==> config.mk <==
export PLATFORM = sky130hd
export DESIGN_NAME = multi_pulse_timer
export DESIGN_NICKNAME = d
export VERILOG_FILES = /design/src/rtl/mpt_pkg.sv /design/src/rtl/mpt_sync_edge.sv /design/src/rtl/mpt_channel.sv /design/src/rtl/mpt_spi_tx.sv /design/src/rtl/multi_pulse_timer.sv
export SDC_FILE = /design/constraint.sdc
export NUM_CORES = 2
export LEC_CHECK = 0
export BUFFER_PORTS_ARGS = -buffer_cell sky130_fd_sc_hd__buf_2
export CORE_MARGIN = 4
export CORE_UTILIZATION = 49
export CTS_CLUSTER_SIZE = 8
export DETAILED_ROUTE_END_ITERATION = 6
export HOLD_SLACK_MARGIN = 0.06
export PLACE_DENSITY = 0.68
export SLEW_MARGIN = 0
export SYNTH_ARGS = -nofsm -noshare
export SYNTH_HDL_FRONTEND = slang
export SYNTH_SLANG_ARGS = --single-unit
==> constraint.sdc <==
create_clock -name clk -period 4 [get_ports clk]
set_input_delay 0.8 -clock clk [delete_from_list [all_inputs] [get_ports clk]]
set_output_delay 0.8 -clock clk [all_outputs]
set_load 0.02 [all_outputs]
==> src/rtl/mpt_pkg.sv <==
package mpt_pkg;
  typedef enum logic [1:0] {CH_IDLE, CH_TIMING, CH_DONE} ch_state_e;
  localparam int INFO_W = 3;
  localparam int FLAG_W = 2;
endpackage

==> src/rtl/mpt_sync_edge.sv <==
module mpt_sync_edge #(
  parameter logic RST_VAL = 1'b0
) (
  input  logic clk,
  input  logic rst,
  input  logic d,
  output logic lvl,
  output logic lvl_d
);
  timeunit 1ns; timeprecision 1ps;
  logic s1, s2, s3;

  always_ff @(posedge clk) begin
    if (rst) begin
      s1 <= RST_VAL;
      s2 <= RST_VAL;
      s3 <= RST_VAL;
    end else begin
      s1 <= d;
      s2 <= s1;
      s3 <= s2;
    end
  end

  assign lvl   = s2;
  assign lvl_d = s3;
endmodule

==> src/rtl/mpt_channel.sv <==
module mpt_channel import mpt_pkg::*; #(
  parameter int CW       = 16,
  parameter int WW       = 12,
  parameter int PRESCALE = 1,
  parameter int INFO_SH  = 2
) (
  input  logic              clk,
  input  logic              rst,
  input  logic              arm,
  input  logic              run,
  input  logic              rise,
  input  logic              fall,
  input  logic [WW-1:0]     start_min,
  input  logic [WW-1:0]     start_max,
  output logic [CW-1:0]     r_count,
  output logic [INFO_W-1:0] r_info,
  output logic              r_valid,
  output logic              r_ovf
);
  timeunit 1ns; timeprecision 1ps;
  localparam int PW = (PRESCALE > 1) ? $clog2(PRESCALE) : 1;
  localparam logic [CW-1:0] CMAX = {CW{1'b1}};
  localparam logic [WW-1:0] WMAX = {WW{1'b1}};

  ch_state_e         st;
  logic [PW-1:0]     pre, pre_nxt;
  logic [CW-1:0]     cnt, cnt_nxt, cand_cnt;
  logic              ovf_run, ovf_nxt, cand_ovf, hi, tick;
  logic [WW-1:0]     wcnt, w_nxt, w_over, w_sh;
  logic [INFO_W-1:0] info, info_nxt;
  logic              is_start, is_short;

  always_comb begin
    tick     = (pre == PW'(PRESCALE - 1));
    pre_nxt  = tick ? '0 : pre + 1'b1;
    cnt_nxt  = (tick && cnt != CMAX) ? cnt + 1'b1 : cnt;
    ovf_nxt  = ovf_run | (tick && cnt == CMAX);
    w_nxt    = (wcnt == WMAX) ? wcnt : wcnt + 1'b1;
    w_over   = w_nxt - start_min;
    w_sh     = w_over >> INFO_SH;
    info_nxt = (w_sh > WW'(7)) ? 3'd7 : w_sh[2:0];
    is_start = hi && fall && (w_nxt >= start_min) && (w_nxt <= start_max);
    is_short = hi && fall && (w_nxt < start_min);
  end

  always_ff @(posedge clk) begin
    if (rst || arm) begin
      st       <= CH_IDLE;
      hi       <= 1'b0;
      wcnt     <= '0;
      pre      <= '0;
      cnt      <= '0;
      ovf_run  <= 1'b0;
      cand_cnt <= '0;
      cand_ovf <= 1'b0;
      info     <= '0;
      r_count  <= CMAX;
      r_info   <= '0;
      r_valid  <= 1'b0;
      r_ovf    <= 1'b0;
    end else if (run) begin
      if (rise) begin
        hi   <= 1'b1;
        wcnt <= '0;
      end else if (fall) begin
        hi <= 1'b0;
      end else begin
        wcnt <= w_nxt;
      end
      if (rise && st == CH_IDLE) begin
        pre     <= '0;
        cnt     <= '0;
        ovf_run <= 1'b0;
      end else begin
        pre     <= pre_nxt;
        cnt     <= cnt_nxt;
        ovf_run <= ovf_nxt;
      end
      case (st)
        CH_IDLE: if (is_start) begin
          st   <= CH_TIMING;
          info <= info_nxt;
        end
        CH_TIMING: begin
          if (rise) begin
            cand_cnt <= cnt_nxt;
            cand_ovf <= ovf_nxt;
          end
          if (is_short) begin
            st      <= CH_DONE;
            r_count <= cand_cnt;
            r_ovf   <= cand_ovf;
            r_info  <= info;
            r_valid <= 1'b1;
          end
        end
        default: ;
      endcase
    end
  end

  AST_RESULT_HOLD: assert property (@(posedge clk) disable iff (rst)
    r_valid && !arm |=> r_valid && $stable(r_count) && $stable(r_info));
  AST_EMPTY_MARK: assert property (@(posedge clk) disable iff (rst)
    !r_valid |-> (r_count == CMAX) && !r_ovf && (r_info == '0));
  AST_SAT_FLAG: assert property (@(posedge clk) disable iff (rst)
    r_ovf |-> r_count == CMAX);
  AST_FROZEN: assert property (@(posedge clk) disable iff (rst)
    !run && !arm |=> $stable(st) && $stable(r_valid));
endmodule

==> src/rtl/mpt_spi_tx.sv <==
module mpt_spi_tx #(
  parameter int FB = 336
) (
  input  logic          clk,
  input  logic          rst,
  input  logic          sclk,
  input  logic          cs_n,
  input  logic [FB-1:0] frame,
  output logic          miso,
  output logic          cs_rise
);
  timeunit 1ns; timeprecision 1ps;
  logic sc_l, sc_d, cs_l, cs_d, cs_fall, sc_fall;
  logic [FB-1:0] sh;

  mpt_sync_edge #(.RST_VAL(1'b0)) u_sclk (.clk(clk), .rst(rst), .d(sclk), .lvl(sc_l), .lvl_d(sc_d));
  mpt_sync_edge #(.RST_VAL(1'b1)) u_cs   (.clk(clk), .rst(rst), .d(cs_n), .lvl(cs_l), .lvl_d(cs_d));

  assign cs_fall = !cs_l && cs_d;
  assign cs_rise = cs_l && !cs_d;
  assign sc_fall = !sc_l && sc_d;

  always_ff @(posedge clk) begin
    if (rst) sh <= '0;
    else if (cs_fall) sh <= frame;
    else if (!cs_l && sc_fall) sh <= {sh[FB-2:0], 1'b0};
  end

  assign miso = sh[FB-1];

  AST_SHIFT_GATED: assert property (@(posedge clk) disable iff (rst)
    cs_l |=> $stable(sh));
endmodule

==> src/rtl/multi_pulse_timer.sv <==
module multi_pulse_timer import mpt_pkg::*; #(
  parameter int NCH      = 16,
  parameter int CW       = 16,
  parameter int WW       = 12,
  parameter int PRESCALE = 1,
  parameter int TIMEOUT  = 1000000,
  parameter int INFO_SH  = 2
) (
  input  logic           clk,
  input  logic           rst,
  input  logic [NCH-1:0] pulse_in,
  input  logic [WW-1:0]  start_min,
  input  logic [WW-1:0]  start_max,
  input  logic           spi_sclk,
  input  logic           spi_cs_n,
  output logic           spi_miso,
  output logic           data_ready
);
  timeunit 1ns; timeprecision 1ps;
  localparam int CHB = CW + INFO_W + FLAG_W;
  localparam int FB  = NCH * CHB;
  localparam int TW  = $clog2(TIMEOUT + 1);

  logic [TW-1:0] tcnt;
  logic          arm, cs_rise;
  logic [FB-1:0] frame;

  assign arm = cs_rise & data_ready;

  always_ff @(posedge clk) begin
    if (rst || arm) begin
      tcnt       <= '0;
      data_ready <= 1'b0;
    end else if (!data_ready) begin
      if (tcnt == TW'(TIMEOUT - 1)) data_ready <= 1'b1;
      else tcnt <= tcnt + 1'b1;
    end
  end

  for (genvar g = 0; g < NCH; g++) begin : g_ch
    logic              p_l, p_d, valid, ovf;
    logic [CW-1:0]     count;
    logic [INFO_W-1:0] info;

    mpt_sync_edge #(.RST_VAL(1'b0)) u_sync (
      .clk(clk), .rst(rst), .d(pulse_in[g]), .lvl(p_l), .lvl_d(p_d));

    mpt_channel #(.CW(CW), .WW(WW), .PRESCALE(PRESCALE), .INFO_SH(INFO_SH)) u_ch (
      .clk(clk), .rst(rst), .arm(arm), .run(!data_ready),
      .rise(p_l && !p_d), .fall(!p_l && p_d),
      .start_min(start_min), .start_max(start_max),
      .r_count(count), .r_info(info), .r_valid(valid), .r_ovf(ovf));

    assign frame[FB-1-g*CHB -: CHB] = {count, info, valid, ovf};
  end

  mpt_spi_tx #(.FB(FB)) u_spi (
    .clk(clk), .rst(rst), .sclk(spi_sclk), .cs_n(spi_cs_n),
    .frame(frame), .miso(spi_miso), .cs_rise(cs_rise));

  AST_REARM: assert property (@(posedge clk) disable iff (rst)
    arm |=> !data_ready);
  AST_DRDY_HOLD: assert property (@(posedge clk) disable iff (rst)
    data_ready && !cs_rise |=> data_ready);
endmodule

==> impl_metrics.env <==
export IMPL_register_to_register_setup_slack_ns=0.13
export IMPL_critical_path_class="reg2reg"
export IMPL_number_of_global_route_vias_before_repair=68348
export IMPL_residual_overflow_from_global_routing=0
export IMPL_report_power_total_uw=35600
export IMPL_detail_route_antenna_nets=0
export IMPL_placement_io_buffers=45
export IMPL_timing_critical_path_cells="and3_4 > and3_4 > and3_4 > nand2b_4 > mux2_2 > ha_1 > nor2b_4 > o31a_1 > o211a_1 > or2_1 > a21o_1 > a2111oi_4 > buf_6 > clkbuf_16 > mux2i_1 > nand2_1"
export IMPL_gp_congestion=0.884
export IMPL_post_detailed_route_drc_marker_count=0
export IMPL_powerDensity_nw_per_um2=392
export IMPL_initialDrtViolationCount=5224
export IMPL_grt_antenna_before_repair=4
export IMPL_max_cap_violations=0
export IMPL_layout_area_seq_um2=31600
export IMPL_r2r_worst_path_cells=16
export IMPL_yosys_top_cells_area="sky130_fd_sc_hd__dfxtp_1, sky130_fd_sc_hd__nand2_1, sky130_fd_sc_hd__ha_1"
export IMPL_final_min_period_over_clock_period_pct=96.8
export IMPL_vdd_ir_drop_max_mv=0.438
export IMPL_post_synth_num_cell_types=92
export IMPL_dieWidth_um=414
export IMPL_max_clock_path_buffers=3
export IMPL_synthCells=10180
export IMPL_fp_coreArea_um2=163000
export IMPL_cts_hold_buffers=0
export IMPL_cts_h_tree_depth=4
export IMPL_cts_clk_slew_worst_paths_ns=0.05
export IMPL_timing_max_slew_rel_slack_pct=22.2
export IMPL_synth_seq_cells=1579
export IMPL_synth_most_common_cell="sky130_fd_sc_hd__nand2_1"
export IMPL_routedWlPerCell_um=17.5
export IMPL_synth_enable_flop_cells=0
export IMPL_clkLatencyLatePin_ns=0.86
export IMPL_layout_cells_sized_above_1_pct=7.83
export IMPL_fillers=15000
export IMPL_die_h_um=414
export IMPL_critical_path_most_common_cell="sky130_fd_sc_hd__and3_4"
export IMPL_synth_nets=10689
export IMPL_cell_count_of_the_worst_hold_path=2
export IMPL_layout_area_overhead_vs_synth_pct=12.2
export IMPL_cp_launch_type="flip-flop"
export IMPL_hold_viol=0
export IMPL_dpl_hpwl_mm=141
export IMPL_via_density_per_instance=5.89
export IMPL_peak_fanout_along_the_critical_path=6
export IMPL_tightest_slew_ns=1.16
export IMPL_row_count=148
export IMPL_min_path_type="in2reg"
export IMPL_drt_pre_antenna_iters=7
export IMPL_r2r_end="g_ch[3].u_ch.r_count[7]"
export IMPL_worstHoldEndpoint="u_spi.u_cs.s1"
export IMPL_crit_reg2reg_launch="g_ch[3].u_ch.wcnt[3]"
export IMPL_grt_setup_unrepaired="true"
export IMPL_yosys_top_cells_count="sky130_fd_sc_hd__nand2_1, sky130_fd_sc_hd__dfxtp_1, sky130_fd_sc_hd__nor2_1"
export IMPL_power_leakage_uw=0.0352
export IMPL_status="finished, final reports clean"
export IMPL_worstSetupEndpointType="flip-flop"
export IMPL_synthArstFlopShare_pct=0
export IMPL_critical_path_required_ns=4.70
export IMPL_finalWirelength_mm=215
export IMPL_grt_max_degree=215
export IMPL_worst_clock_skew_ns=0.0762
export IMPL_setup_tns_ns=0
export IMPL_yosys_top_cell_area_share_pct=39.1
export IMPL_setup_viol_count_final=0
export IMPL_cts_tree="yes"
export IMPL_cp_slowest_cell="sky130_fd_sc_hd__dfxtp_4"
export IMPL_finalCriticalPeriod_ns=3.87
export IMPL_hold_path_startpoint="spi_cs_n"
export IMPL_floorplan_initialDensity_pct=49.5
export IMPL_synth_seq_area_share_pct=39.1
export IMPL_multi_input_area_um2=46900
export IMPL_area_of_the_die_um2=172000
export IMPL_cts_sinks=1579
export IMPL_cts_root_buf="sky130_fd_sc_hd__clkbuf_16"
export IMPL_netlist_top_cell_by_area="sky130_fd_sc_hd__dfxtp_1"
export IMPL_nets=10582
export IMPL_worst_endpoint_arrival_ns=4.57
export IMPL_via_count=72328
export IMPL_synth_warning_count=0
export IMPL_critPathMaxStageDelay_ns=0.37
export IMPL_grt_pass1_wl_mm=348
export IMPL_post_synth_instance_area_um2=80900
export IMPL_design_portCount=46
export IMPL_average_instance_area_after_synthesis_um2=7.94
export IMPL_gr_usage_all_layers_pct=23.8
export IMPL_synth_top_flop_cell="sky130_fd_sc_hd__dfxtp_1"
export IMPL_cts_buffers=216
export IMPL_timing_fmax_mhz=258
export IMPL_timing_final_max_slew_violations=0
==> cell usage in the layout, fill, tap and decap left out, drive strengths merged, types with 36 or more instances in the layout <==
cell,count
nand2,1598
dfxtp,1579
nor2,1388
a21oi,740
o21ai,475
ha,465
nand3,381
a311oi,369
buf,302
nor3,242
clkbuf,233
mux2i,225
xnor2,213
nand4,162
inv,161
a22oi,160
xor2,148
and3,134
a211oi,121
nor2b,100
a31oi,89
a21o,87
or2,77
o21a,58
or3,58
nand2b,48
and2,40
nor4,40
and4,37
o211ai,36
==> final cells by class <==
cell class                 instances  area share [%]
clock buffer                     228            6.13
tap                             2175            3.00
inverter                         159           0.660
multi-input combinational       7810            51.7
antenna                            1         0.00276
timing repair buffer             307            3.33
sequential                      1579            34.9
clock inverter                    11           0.299
==> power breakdown <==
| part | internal, uW | leakage [uW] | total (uW) | switching [uW] |
|---|---|---|---|---|
| clock | 9680 | 0.00285 | 16300 | 6670 |
| sequential | 16100 | 0.0128 | 16300 | 222 |
| combinational | 1110 | 0.0195 | 2970 | 1860 |
| total | 26800 | 0.0352 | 35600 | 8750 |
==> worst max-delay path: cells and delay by family (launching register included) <==
family,cells,cell delay [ns]
AO/OA/AOI/OAI,4,1.09
adder cells (fa/ha/maj),1,0.31
buffers and inverters,2,0.34
flip-flops,1,0.37
multiplexers,2,0.49
AND/OR/NAND/NOR,7,1.10
==> sequential cells by signal, summed over array words and instances (netlist names), 20 cells and up <==
register,cells
u_spi.sh,336
g_ch.u_ch.cand_cnt,256
g_ch.u_ch.cnt,256
g_ch.u_ch.r_count,256
g_ch.u_ch.wcnt,192
g_ch.u_ch.info,48
g_ch.u_ch.r_info,48
g_ch.u_ch.st,32
tcnt,20
==> repair_timing <==
item / in CTS / in global routing
pin swaps: 1 / 21
endpoints found under the hold margin: 0 / 0
gates resized for setup: 6 / 124
setup buffers: 0 / 17
cloned: 0 / 7
setup endpoints to repair: 7 / 315
==> how the worst max path moves through the flow <==
stage | start | endpoint | slack, ns
after floorplan | g_ch[3].u_ch.wcnt[0] | g_ch[3].u_ch.r_count[15] | 0.02
after global placement | g_ch[9].u_ch.wcnt[3] | g_ch[9].u_ch.info[2] | 0.02
after detailed placement | g_ch[9].u_ch.wcnt[3] | g_ch[9].u_ch.info[2] | -0.20
after CTS | g_ch[5].u_ch.wcnt[1] | g_ch[5].u_ch.info[1] | 0.002
after global routing | g_ch[9].u_ch.wcnt[3] | g_ch[9].u_ch.info[0] | -0.06
final | g_ch[3].u_ch.wcnt[3] | g_ch[3].u_ch.r_count[7] | 0.13
==> stage by stage <==
stage	util (%)	hold WS, ns	cells	worst slack [ns]	cell area (um2)
after floorplan	-	0.389	10180	0.0153	80900
after global placement	51.5	0.421	12006	0.0207	84100
after detailed placement	51.5	0.412	12006	-0.205	84100
after CTS	55.1	0.0810	12245	0.00227	90000
after global routing	55.6	0.129	12270	-0.0599	90800
final	55.6	0.150	12270	0.127	90800
==> layer usage <==
layer | part of all wire, % | GRT usage [%] | up-vias
met4 | 3.0 | 7.93 | 2
met5 | 0.0060 | 0 | -
met3 | 5.5 | 3.44 | 406
met1 | 46 | 31.9 | 34261
li1 | - | - | 35849
met2 | 46 | 39.5 | 1810
==> kinds of logic after synthesis <==
group,synth area share (%)
xor gates and xnor gates,3.91
DFF,39.1
adders and majority gates,7.20
and+or+nand+nor,24.1
AOI/OAI and AO/OA,18.7
muxes,3.24
buffers and inverters,3.74
Note: power is estimated with default switching activity, not from simulation.
